**config.mk**
```make
export PLATFORM = sky130hd
export DESIGN_NAME = gpio_bank
export DESIGN_NICKNAME = d
export VERILOG_FILES = /design/src/rtl/gpio_bank_pkg.sv /design/src/rtl/gpio_bank_sync.sv /design/src/rtl/gpio_bank_pin.sv /design/src/rtl/gpio_bank_lock.sv /design/src/rtl/gpio_bank.sv
export SDC_FILE = /design/constraint.sdc
export NUM_CORES = 1
export LEC_CHECK = 0
export ABC_AREA = 1
export CORE_AREA = 2 2 177 179
export DETAILED_ROUTE_END_ITERATION = 10
export DIE_AREA = 0 0 179 181
export MAX_ROUTING_LAYER = met4
export PLACE_DENSITY = 0.83
export RECOVER_POWER = 25
export SYNTH_ARGS = -nofsm -noshare
export SYNTH_HDL_FRONTEND = slang
export SYNTH_SLANG_ARGS = --single-unit
```
**constraint.sdc**
```tcl
create_clock -name clk -period 2.5 [get_ports clk]
set_input_delay 0.375 -clock clk [delete_from_list [all_inputs] [get_ports clk]]
set_output_delay 0.375 -clock clk [all_outputs]
set_load 0.01 [all_outputs]
```
**src/rtl/gpio_bank_pkg.sv**
```systemverilog
package gpio_bank_pkg;

  typedef enum logic [1:0] {
    PM_IN  = 2'd0,
    PM_OUT = 2'd1,
    PM_ALT = 2'd2,
    PM_ANA = 2'd3
  } pin_mode_e;

  typedef enum logic [2:0] {
    LK_IDLE,
    LK_ARM1,
    LK_ARM0,
    LK_ARM2,
    LK_DONE
  } lock_state_e;

  // word indices (byte offset / 4)
  localparam int W_MODE   = 0;
  localparam int W_STYLE  = 1;
  localparam int W_SPEED  = 2;
  localparam int W_PULL   = 3;
  localparam int W_IN     = 4;
  localparam int W_LATCH  = 5;
  localparam int W_SETCLR = 6;
  localparam int W_LOCK   = 7;
  localparam int W_AFLO   = 8;
  localparam int W_AFHI   = 9;

endpackage

```
**src/rtl/gpio_bank_sync.sv**
```systemverilog
module gpio_bank_sync #(
  parameter int WIDTH = 16
) (
  input  logic             clk,
  input  logic             rst_n,
  input  logic [WIDTH-1:0] din,
  output logic [WIDTH-1:0] dout
);

  logic [WIDTH-1:0] stage1_q;
  logic [WIDTH-1:0] stage2_q;

  always_ff @(posedge clk) begin
    if (!rst_n) begin
      stage1_q <= '0;
      stage2_q <= '0;
    end else begin
      stage1_q <= din;
      stage2_q <= stage1_q;
    end
  end

  assign dout = stage2_q;

endmodule

```
**src/rtl/gpio_bank_pin.sv**
```systemverilog
module gpio_bank_pin
  import gpio_bank_pkg::*;
#(
  parameter int AF_W = 4
) (
  input  logic                 clk,
  input  logic                 rst_n,
  input  logic [1:0]           mode,
  input  logic                 open_drain,
  input  logic                 latch,
  input  logic [AF_W-1:0]      af_sel,
  input  logic [(1<<AF_W)-1:0] alt_vec,
  output logic                 pad_out,
  output logic                 pad_oe
);

  pin_mode_e m;
  logic      drive_en;
  logic      level;

  assign m        = pin_mode_e'(mode);
  assign drive_en = (m == PM_OUT) || (m == PM_ALT);
  assign level    = (m == PM_ALT) ? alt_vec[af_sel] : latch;

  // open drain: never drives high, only pulls low
  assign pad_oe  = drive_en & (~open_drain | ~level);
  assign pad_out = drive_en & ~open_drain & level;

  assert_oe_mode_R5: assert property (@(posedge clk) disable iff (!rst_n)
    pad_oe |-> (m == PM_OUT || m == PM_ALT));

  assert_od_low_R7: assert property (@(posedge clk) disable iff (!rst_n)
    open_drain |-> !pad_out);

endmodule

```
**src/rtl/gpio_bank_lock.sv**
```systemverilog
module gpio_bank_lock
  import gpio_bank_pkg::*;
#(
  parameter int NUM_PINS = 16
) (
  input  logic                clk,
  input  logic                rst_n,
  input  logic                lock_wr,
  input  logic                lock_rd,
  input  logic                key_bit,
  input  logic [NUM_PINS-1:0] mask,
  output logic [NUM_PINS-1:0] lck,
  output logic                key_active
);

  lock_state_e       st_q, st_d;
  logic [NUM_PINS-1:0] lck_q;
  logic              same_mask;
  lock_state_e       restart;

  assign same_mask = (mask == lck_q);
  assign restart   = key_bit ? LK_ARM1 : LK_IDLE;

  always_comb begin
    st_d = st_q;
    if (st_q != LK_DONE) begin
      if (lock_wr) begin
        case (st_q)
          LK_ARM1: st_d = (!key_bit && same_mask) ? LK_ARM0 : restart;
          LK_ARM0: st_d = (key_bit && same_mask) ? LK_ARM2 : restart;
          default: st_d = restart;
        endcase
      end else if (lock_rd && st_q == LK_ARM2) begin
        st_d = LK_DONE;
      end
    end
  end

  always_ff @(posedge clk) begin
    if (!rst_n) begin
      st_q  <= LK_IDLE;
      lck_q <= '0;
    end else begin
      st_q <= st_d;
      if (lock_wr && st_q != LK_DONE) lck_q <= mask;
    end
  end

  assign lck        = lck_q;
  assign key_active = (st_q == LK_DONE);

  assert_key_sticky_R9: assert property (@(posedge clk) disable iff (!rst_n)
    key_active |=> key_active);

  assert_mask_frozen_R9: assert property (@(posedge clk) disable iff (!rst_n)
    key_active |=> $stable(lck_q));

  assert_no_skip_R10: assert property (@(posedge clk) disable iff (!rst_n)
    (st_q == LK_IDLE) |=> (st_q != LK_DONE));

endmodule

```
**src/rtl/gpio_bank.sv**
```systemverilog
module gpio_bank
  import gpio_bank_pkg::*;
#(
  parameter int NUM_PINS = 16,
  parameter int AF_W     = 4,
  parameter int ADDR_W   = 6,
  parameter int DATA_W   = 32
) (
  input  logic                          clk,
  input  logic                          rst_n,
  input  logic [ADDR_W-1:0]             bus_addr,
  input  logic                          bus_we,
  input  logic                          bus_re,
  input  logic [DATA_W-1:0]             bus_wdata,
  output logic [DATA_W-1:0]             bus_rdata,
  input  logic [NUM_PINS-1:0]           pin_in,
  input  logic [NUM_PINS*(1<<AF_W)-1:0] alt_src,
  output logic [NUM_PINS-1:0]           pin_out,
  output logic [NUM_PINS-1:0]           pin_oe,
  output logic [2*NUM_PINS-1:0]         cfg_speed,
  output logic [2*NUM_PINS-1:0]         cfg_pull
);

  // layout assumes 2*NUM_PINS == DATA_W and two selector words
  localparam int AF_N   = 1 << AF_W;
  localparam int W2     = 2 * NUM_PINS;
  localparam int WAF    = AF_W * NUM_PINS;
  localparam int WIDX_W = ADDR_W - 2;

  // ---------------- merge arithmetic ----------------
  function automatic logic [DATA_W-1:0] merge_word(
    input logic [DATA_W-1:0] old_v, input logic [DATA_W-1:0] new_v,
    input logic [DATA_W-1:0] keep);
    return (old_v & keep) | (new_v & ~keep);
  endfunction

  function automatic logic [NUM_PINS-1:0] merge_pins(
    input logic [NUM_PINS-1:0] old_v, input logic [NUM_PINS-1:0] new_v,
    input logic [NUM_PINS-1:0] keep);
    return (old_v & keep) | (new_v & ~keep);
  endfunction

  function automatic logic [NUM_PINS-1:0] apply_setclr(
    input logic [NUM_PINS-1:0] cur, input logic [NUM_PINS-1:0] set_m,
    input logic [NUM_PINS-1:0] clr_m);
    return (cur & ~clr_m) | set_m;
  endfunction

  // ---------------- decode ----------------
  logic [WIDX_W-1:0] widx;
  logic              aligned;
  logic wr_mode, wr_style, wr_speed, wr_pull, wr_latch, sr_wr;
  logic wr_lock, rd_lock, wr_aflo, wr_afhi;

  assign widx    = bus_addr[ADDR_W-1:2];
  assign aligned = (bus_addr[1:0] == 2'b00);

  assign wr_mode  = bus_we & aligned & (widx == WIDX_W'(W_MODE));
  assign wr_style = bus_we & aligned & (widx == WIDX_W'(W_STYLE));
  assign wr_speed = bus_we & aligned & (widx == WIDX_W'(W_SPEED));
  assign wr_pull  = bus_we & aligned & (widx == WIDX_W'(W_PULL));
  assign wr_latch = bus_we & aligned & (widx == WIDX_W'(W_LATCH));
  assign sr_wr    = bus_we & aligned & (widx == WIDX_W'(W_SETCLR));
  assign wr_lock  = bus_we & aligned & (widx == WIDX_W'(W_LOCK));
  assign wr_aflo  = bus_we & aligned & (widx == WIDX_W'(W_AFLO));
  assign wr_afhi  = bus_we & aligned & (widx == WIDX_W'(W_AFHI));
  assign rd_lock  = bus_re & aligned & (widx == WIDX_W'(W_LOCK));

  logic [NUM_PINS-1:0] sr_set, sr_clr;
  assign sr_set = bus_wdata[NUM_PINS-1:0];
  assign sr_clr = bus_wdata[2*NUM_PINS-1:NUM_PINS];

  // ---------------- lock ----------------
  logic [NUM_PINS-1:0] lck;
  logic                key_active;
  logic [NUM_PINS-1:0] keep1;
  logic [W2-1:0]       keep2;
  logic [WAF-1:0]      keep4;

  gpio_bank_lock #(.NUM_PINS(NUM_PINS)) u_lock (
    .clk       (clk),
    .rst_n     (rst_n),
    .lock_wr   (wr_lock),
    .lock_rd   (rd_lock),
    .key_bit   (bus_wdata[NUM_PINS]),
    .mask      (bus_wdata[NUM_PINS-1:0]),
    .lck       (lck),
    .key_active(key_active)
  );

  assign keep1 = key_active ? lck : '0;

  // ---------------- configuration state ----------------
  logic [W2-1:0]       mode_q, speed_q, pull_q;
  logic [NUM_PINS-1:0] style_q, latch_q;
  logic [WAF-1:0]      af_q;

  always_ff @(posedge clk) begin
    if (!rst_n) begin
      mode_q  <= '0;
      style_q <= '0;
      speed_q <= '0;
      pull_q  <= '0;
      latch_q <= '0;
      af_q    <= '0;
    end else begin
      if (wr_mode)  mode_q  <= merge_word(mode_q, bus_wdata, keep2);
      if (wr_style) style_q <= merge_pins(style_q, bus_wdata[NUM_PINS-1:0], keep1);
      if (wr_speed) speed_q <= merge_word(speed_q, bus_wdata, keep2);
      if (wr_pull)  pull_q  <= merge_word(pull_q, bus_wdata, keep2);
      if (wr_latch)   latch_q <= bus_wdata[NUM_PINS-1:0];
      else if (sr_wr) latch_q <= apply_setclr(latch_q, sr_set, sr_clr);
      if (wr_aflo)
        af_q[DATA_W-1:0] <= merge_word(af_q[DATA_W-1:0], bus_wdata, keep4[DATA_W-1:0]);
      if (wr_afhi)
        af_q[WAF-1:DATA_W] <= merge_word(af_q[WAF-1:DATA_W], bus_wdata, keep4[WAF-1:DATA_W]);
    end
  end

  // ---------------- input sampling ----------------
  logic [NUM_PINS-1:0] idr_s;

  gpio_bank_sync #(.WIDTH(NUM_PINS)) u_sync (
    .clk  (clk),
    .rst_n(rst_n),
    .din  (pin_in),
    .dout (idr_s)
  );

  // ---------------- per-pin drive ----------------
  for (genvar p = 0; p < NUM_PINS; p++) begin : g_pin
    assign keep2[2*p +: 2]       = {2{keep1[p]}};
    assign keep4[AF_W*p +: AF_W] = {AF_W{keep1[p]}};

    gpio_bank_pin #(.AF_W(AF_W)) u_pin (
      .clk       (clk),
      .rst_n     (rst_n),
      .mode      (mode_q[2*p +: 2]),
      .open_drain(style_q[p]),
      .latch     (latch_q[p]),
      .af_sel    (af_q[AF_W*p +: AF_W]),
      .alt_vec   (alt_src[AF_N*p +: AF_N]),
      .pad_out   (pin_out[p]),
      .pad_oe    (pin_oe[p])
    );
  end

  assign cfg_speed = speed_q;
  assign cfg_pull  = pull_q;

  // ---------------- read path ----------------
  logic [DATA_W-1:0] rd_word;
  logic              rd_hit;
  logic              rd_unmapped;
  logic [DATA_W-1:0] rdata_q;

  always_comb begin
    rd_word = '0;
    rd_hit  = aligned;
    case (widx)
      WIDX_W'(W_MODE):   rd_word = mode_q;
      WIDX_W'(W_STYLE):  rd_word = DATA_W'(style_q);
      WIDX_W'(W_SPEED):  rd_word = speed_q;
      WIDX_W'(W_PULL):   rd_word = pull_q;
      WIDX_W'(W_IN):     rd_word = DATA_W'(idr_s);
      WIDX_W'(W_LATCH):  rd_word = DATA_W'(latch_q);
      WIDX_W'(W_SETCLR): rd_word = '0;
      WIDX_W'(W_LOCK):   rd_word = DATA_W'({key_active, lck});
      WIDX_W'(W_AFLO):   rd_word = af_q[DATA_W-1:0];
      WIDX_W'(W_AFHI):   rd_word = af_q[WAF-1:DATA_W];
      default:           rd_hit  = 1'b0;
    endcase
    if (!aligned) rd_word = '0;
  end

  assign rd_unmapped = bus_re & ~rd_hit;

  always_ff @(posedge clk) begin
    if (!rst_n)      rdata_q <= '0;
    else if (bus_re) rdata_q <= rd_word;
  end

  assign bus_rdata = rdata_q;

  // ---------------- assertions ----------------
  assert_set_wins_R3: assert property (@(posedge clk) disable iff (!rst_n)
    sr_wr |=> ((latch_q & $past(sr_set)) == $past(sr_set)));

  assert_clear_R3: assert property (@(posedge clk) disable iff (!rst_n)
    sr_wr |=> ((latch_q & $past(sr_clr & ~sr_set)) == '0));

  assert_locked_mode_R9: assert property (@(posedge clk) disable iff (!rst_n)
    (key_active && wr_mode) |=> ((mode_q & keep2) == $past(mode_q & keep2)));

  assert_unmapped_zero_R11: assert property (@(posedge clk) disable iff (!rst_n)
    rd_unmapped |=> (bus_rdata == '0));

endmodule

```
==> results by group <==
Outcome
  • Outcome: finished, violations left
  • Failing checks: capacitance limit, slew limit

Logic synthesis
  • Register area share after synthesis: 36.48%
  • Share of Yosys cell area claimed by the top area cell type: 36.48%
  • Syn_area_per_cell: 6.262 um^2
  • Ranking of synthesized cells by area: dfxtp_1, nand2_1, nand3_1
  • Post-Syn Instances: 2410
  • Synth Cell Area: 15090 um^2
  • Synthesized Nets: 2740
  • Seq cells post-synth: 275
  • Synth unique cells: 32
  • Synth warnings: 0
  • Area leader, netlist: dfxtp_1

Global routing
  • Tot GR Track Use: 36.80%
  • First-pass GRT wire length: 89.96 mm
  • Vias in the first global route: 16390
  • Global route overflow: 0
  • Initial antenna violation count: 5
  • Largest net degree at the start of global routing: 185

Finish
  • Register Area: 5527 um^2
  • Fillers: 2630
  • Commonest non-fill, non-tap cell in the layout: nand2_1
  • Most frequent cells in the layout: nand2_1, clkdlybuf4s50_1, nand3_1, dfxtp_1, inv_1
  • Final Core Density: 69.59%
  • Multi-input logic area: 7939 um^2
  • Layout cells sized above 1: 8.470%
  • Final layout net count: 3165
  • Synth-to-layout area growth: 39.96%
  • Fin cells: 3258
  • Fin area: 21120 um^2

Setup path
  • FF-to-FF End: u_lock.st_q[1]
  • Reg2reg start: u_lock.st_q[0]
  • R2R setup slack: 0.14 ns
  • Critical path, cell by cell: buf_4 > nand2_1 > nand3_1 > nand3_1 > nand2_1 > nand2_1 > nand2_1 > nand2_1 > nand3_1 > nand2_1 > dlygate4sd2_1
  • R2R cell count: 8
  • CP max FO: 8
  • CP most frequent cell: nand2_1
  • CP Capture Type: output pin
  • Worst Path Required: 2.12 ns
  • Worst Setup EP: pin_oe[14]
  • CP arrival: 2.06 ns
  • Critical path class: flip-flop to output pin
  • Startpoint type of the worst setup path: flip-flop
  • Crit-path slowest cell: dfxtp_1
  • Slowest Stage Delay on Critical Path: 0.36 ns

Clocking
  • Clk buf depth: 3
  • CTS tree: yes
  • CTS root buf: clkbuf_16
  • Total CTS buffers: 29
  • Clk Latency, worst-skew pair: 0.55 ns
  • H-tree levels: 1
  • Register clock-pin slew on the reported worst setup and hold paths: 0.06 ns
  • CTS sink count: 275

Place
  • Half-perimeter wire length after placement: 46.79 mm
  • Placed cell area: 20100 um^2
  • IO Port Bufs: 441
  • Routability cong.: 1.010
  • Pre-CTS WS: -0.1842 ns
  • DP Cell Count: 3197

Floorplan
  • Die Ht: 181 um
  • Die footprint: 32400 um^2
  • Initial core utilization: 49.72%
  • Die X: 179 um
  • Std cell rows: 64
  • I/O pin total: 442
  • Core footprint: 30350 um^2

Power and ir drop
  • Maximum VDD drop: 0.4065 mV
  • Cell Pwr Density: 493.5 nW/um^2
  • Leak: 8.538 nW
  • Tot Pwr: 10.42 mW

STA
  • Max frequency: 410.8 MHz
  • Slew @ Worst Pin: 1.749 ns
  • Clock Skew: 0.01977 ns
  • Setup ws final: 0.06559 ns
  • Final setup vio count: 0
  • Final hold vios: 0
  • Setup tns final: 0 ns
  • Tmin final: 2.434 ns
  • Final period util: 97.38%
  • RSZ-0062 raised after global routing: yes
  • Slew Limit Fails: 185
  • Worst Hold Margin: 0.2407 ns
  • Max_slew headroom: -16.59%

Route
  • Mean routed wirelength per cell: 18.75 um
  • Drt pass-1 iters: 6
  • Total wire length: 61.10 mm
  • DR iter-0 viols: 1745
  • Number of remaining DRC errors: 0
  • Final ANT Viol Nets: 0
  • Vias: 17990
  • Via density: 5.522

Run
  • Max cap viols: 1

Worst hold path
  • Worst Hold Class: input pin to flip-flop
synthesized netlist by cell type:
master,number
a21oi_1,235
nor2_2,5
buf_1,2
ha_1,16
nor2_8,1
or2_2,8
buf_6,1
nor2_1,151
clkbuf_1,49
dfxtp_1,275
inv_1,238
buf_2,40
nor3_1,2
xor2_1,8
nor2_4,7
xnor2_1,1
a211oi_2,1
clkinv_1,16
inv_2,8
o211ai_1,7
nand2_1,763
o21ai_1,29
a31oi_4,1
o22ai_1,22
o221ai_1,1
nand2_4,1
buf_4,36
nand3_1,283
o21ai_0,185
nand2_2,15
a211oi_1,1
nor3_2,2
area by class of cell:
cell class                 instances  area share, %
antenna                            5        0.05924
timing repair inverter             1        0.02370
multi-input combinational       1745          37.59
clock buffer                      40          4.011
timing repair buffer             521          23.98
tap                              396          2.346
clock inverter                    13         0.9716
inverter                         262          4.858
sequential                       275          26.17
what timing repair did:
item                       in CTS  in global routing
buffers inserted                2                  0
pin swaps                       2                  2
setup endpoints to repair      32                 28
hold buffers                    0                  0
resized for setup              78                 67
gates cloned                    1                  0
worst min path at each step:
stage	startpoint	to	slack, ns	cells after the start
4_1_cts	rst_n	u_lock.lck[11]	0.24	3
3_3_place_gp	u_sync.stage1_q[2]	u_sync.dout[2]	0.40	2
2_1_floorplan	u_sync.stage1_q[0]	u_sync.dout[0]	0.39	2
5_1_grt	rst_n	flip-flop	0.25	3
3_5_place_dp	u_sync.stage1_q[3]	u_sync.dout[3]	0.40	2
6_report	rst_n	u_lock.lck[11]	0.24	3
worst max-delay path: cells and delay by family, from the launching register on:
| family | cells | cell delay [ns] |
|---|---|---|
| flops | 1 | 0.36 |
| simple gates | 9 | 0.70 |
| buf+inv | 2 | 0.45 |
power by group:
| part | internal (mW) | switching, mW | total, mW |
|---|---|---|---|
| Sequential | 4.43 | 0.0263 | 4.46 |
| Clock | 2.88 | 1.86 | 4.74 |
| Combinational | 0.649 | 0.583 | 1.23 |
metal layers:
layer | global-route usage, % | wire [um] | up-vias
li1 | - | - | 8601
met1 | 41.34 | 22500 | 8233
met2 | 63.26 | 29430 | 951
met3 | 5.913 | 5750 | 205
met4 | 17.37 | 3425 | 0
met5 | - | 0 | -
cells by family (layout without fill, tap and decap cells):
group                    count (synthesis)  in the layout  share of synthesized area, %
AND/OR/NAND/NOR                       1238           1238                         34.21
AO/OA/AOI/OAI                          482            482                         16.48
buffers and inverters                  390            837                         10.98
flip-flops                             275            275                         36.48
adder cells (fa/ha/maj)                 16             16                         1.327
XOR/XNOR                                 9              9                        0.5224
other                                    0              5                             0
Power figures use the tool's default switching activity.
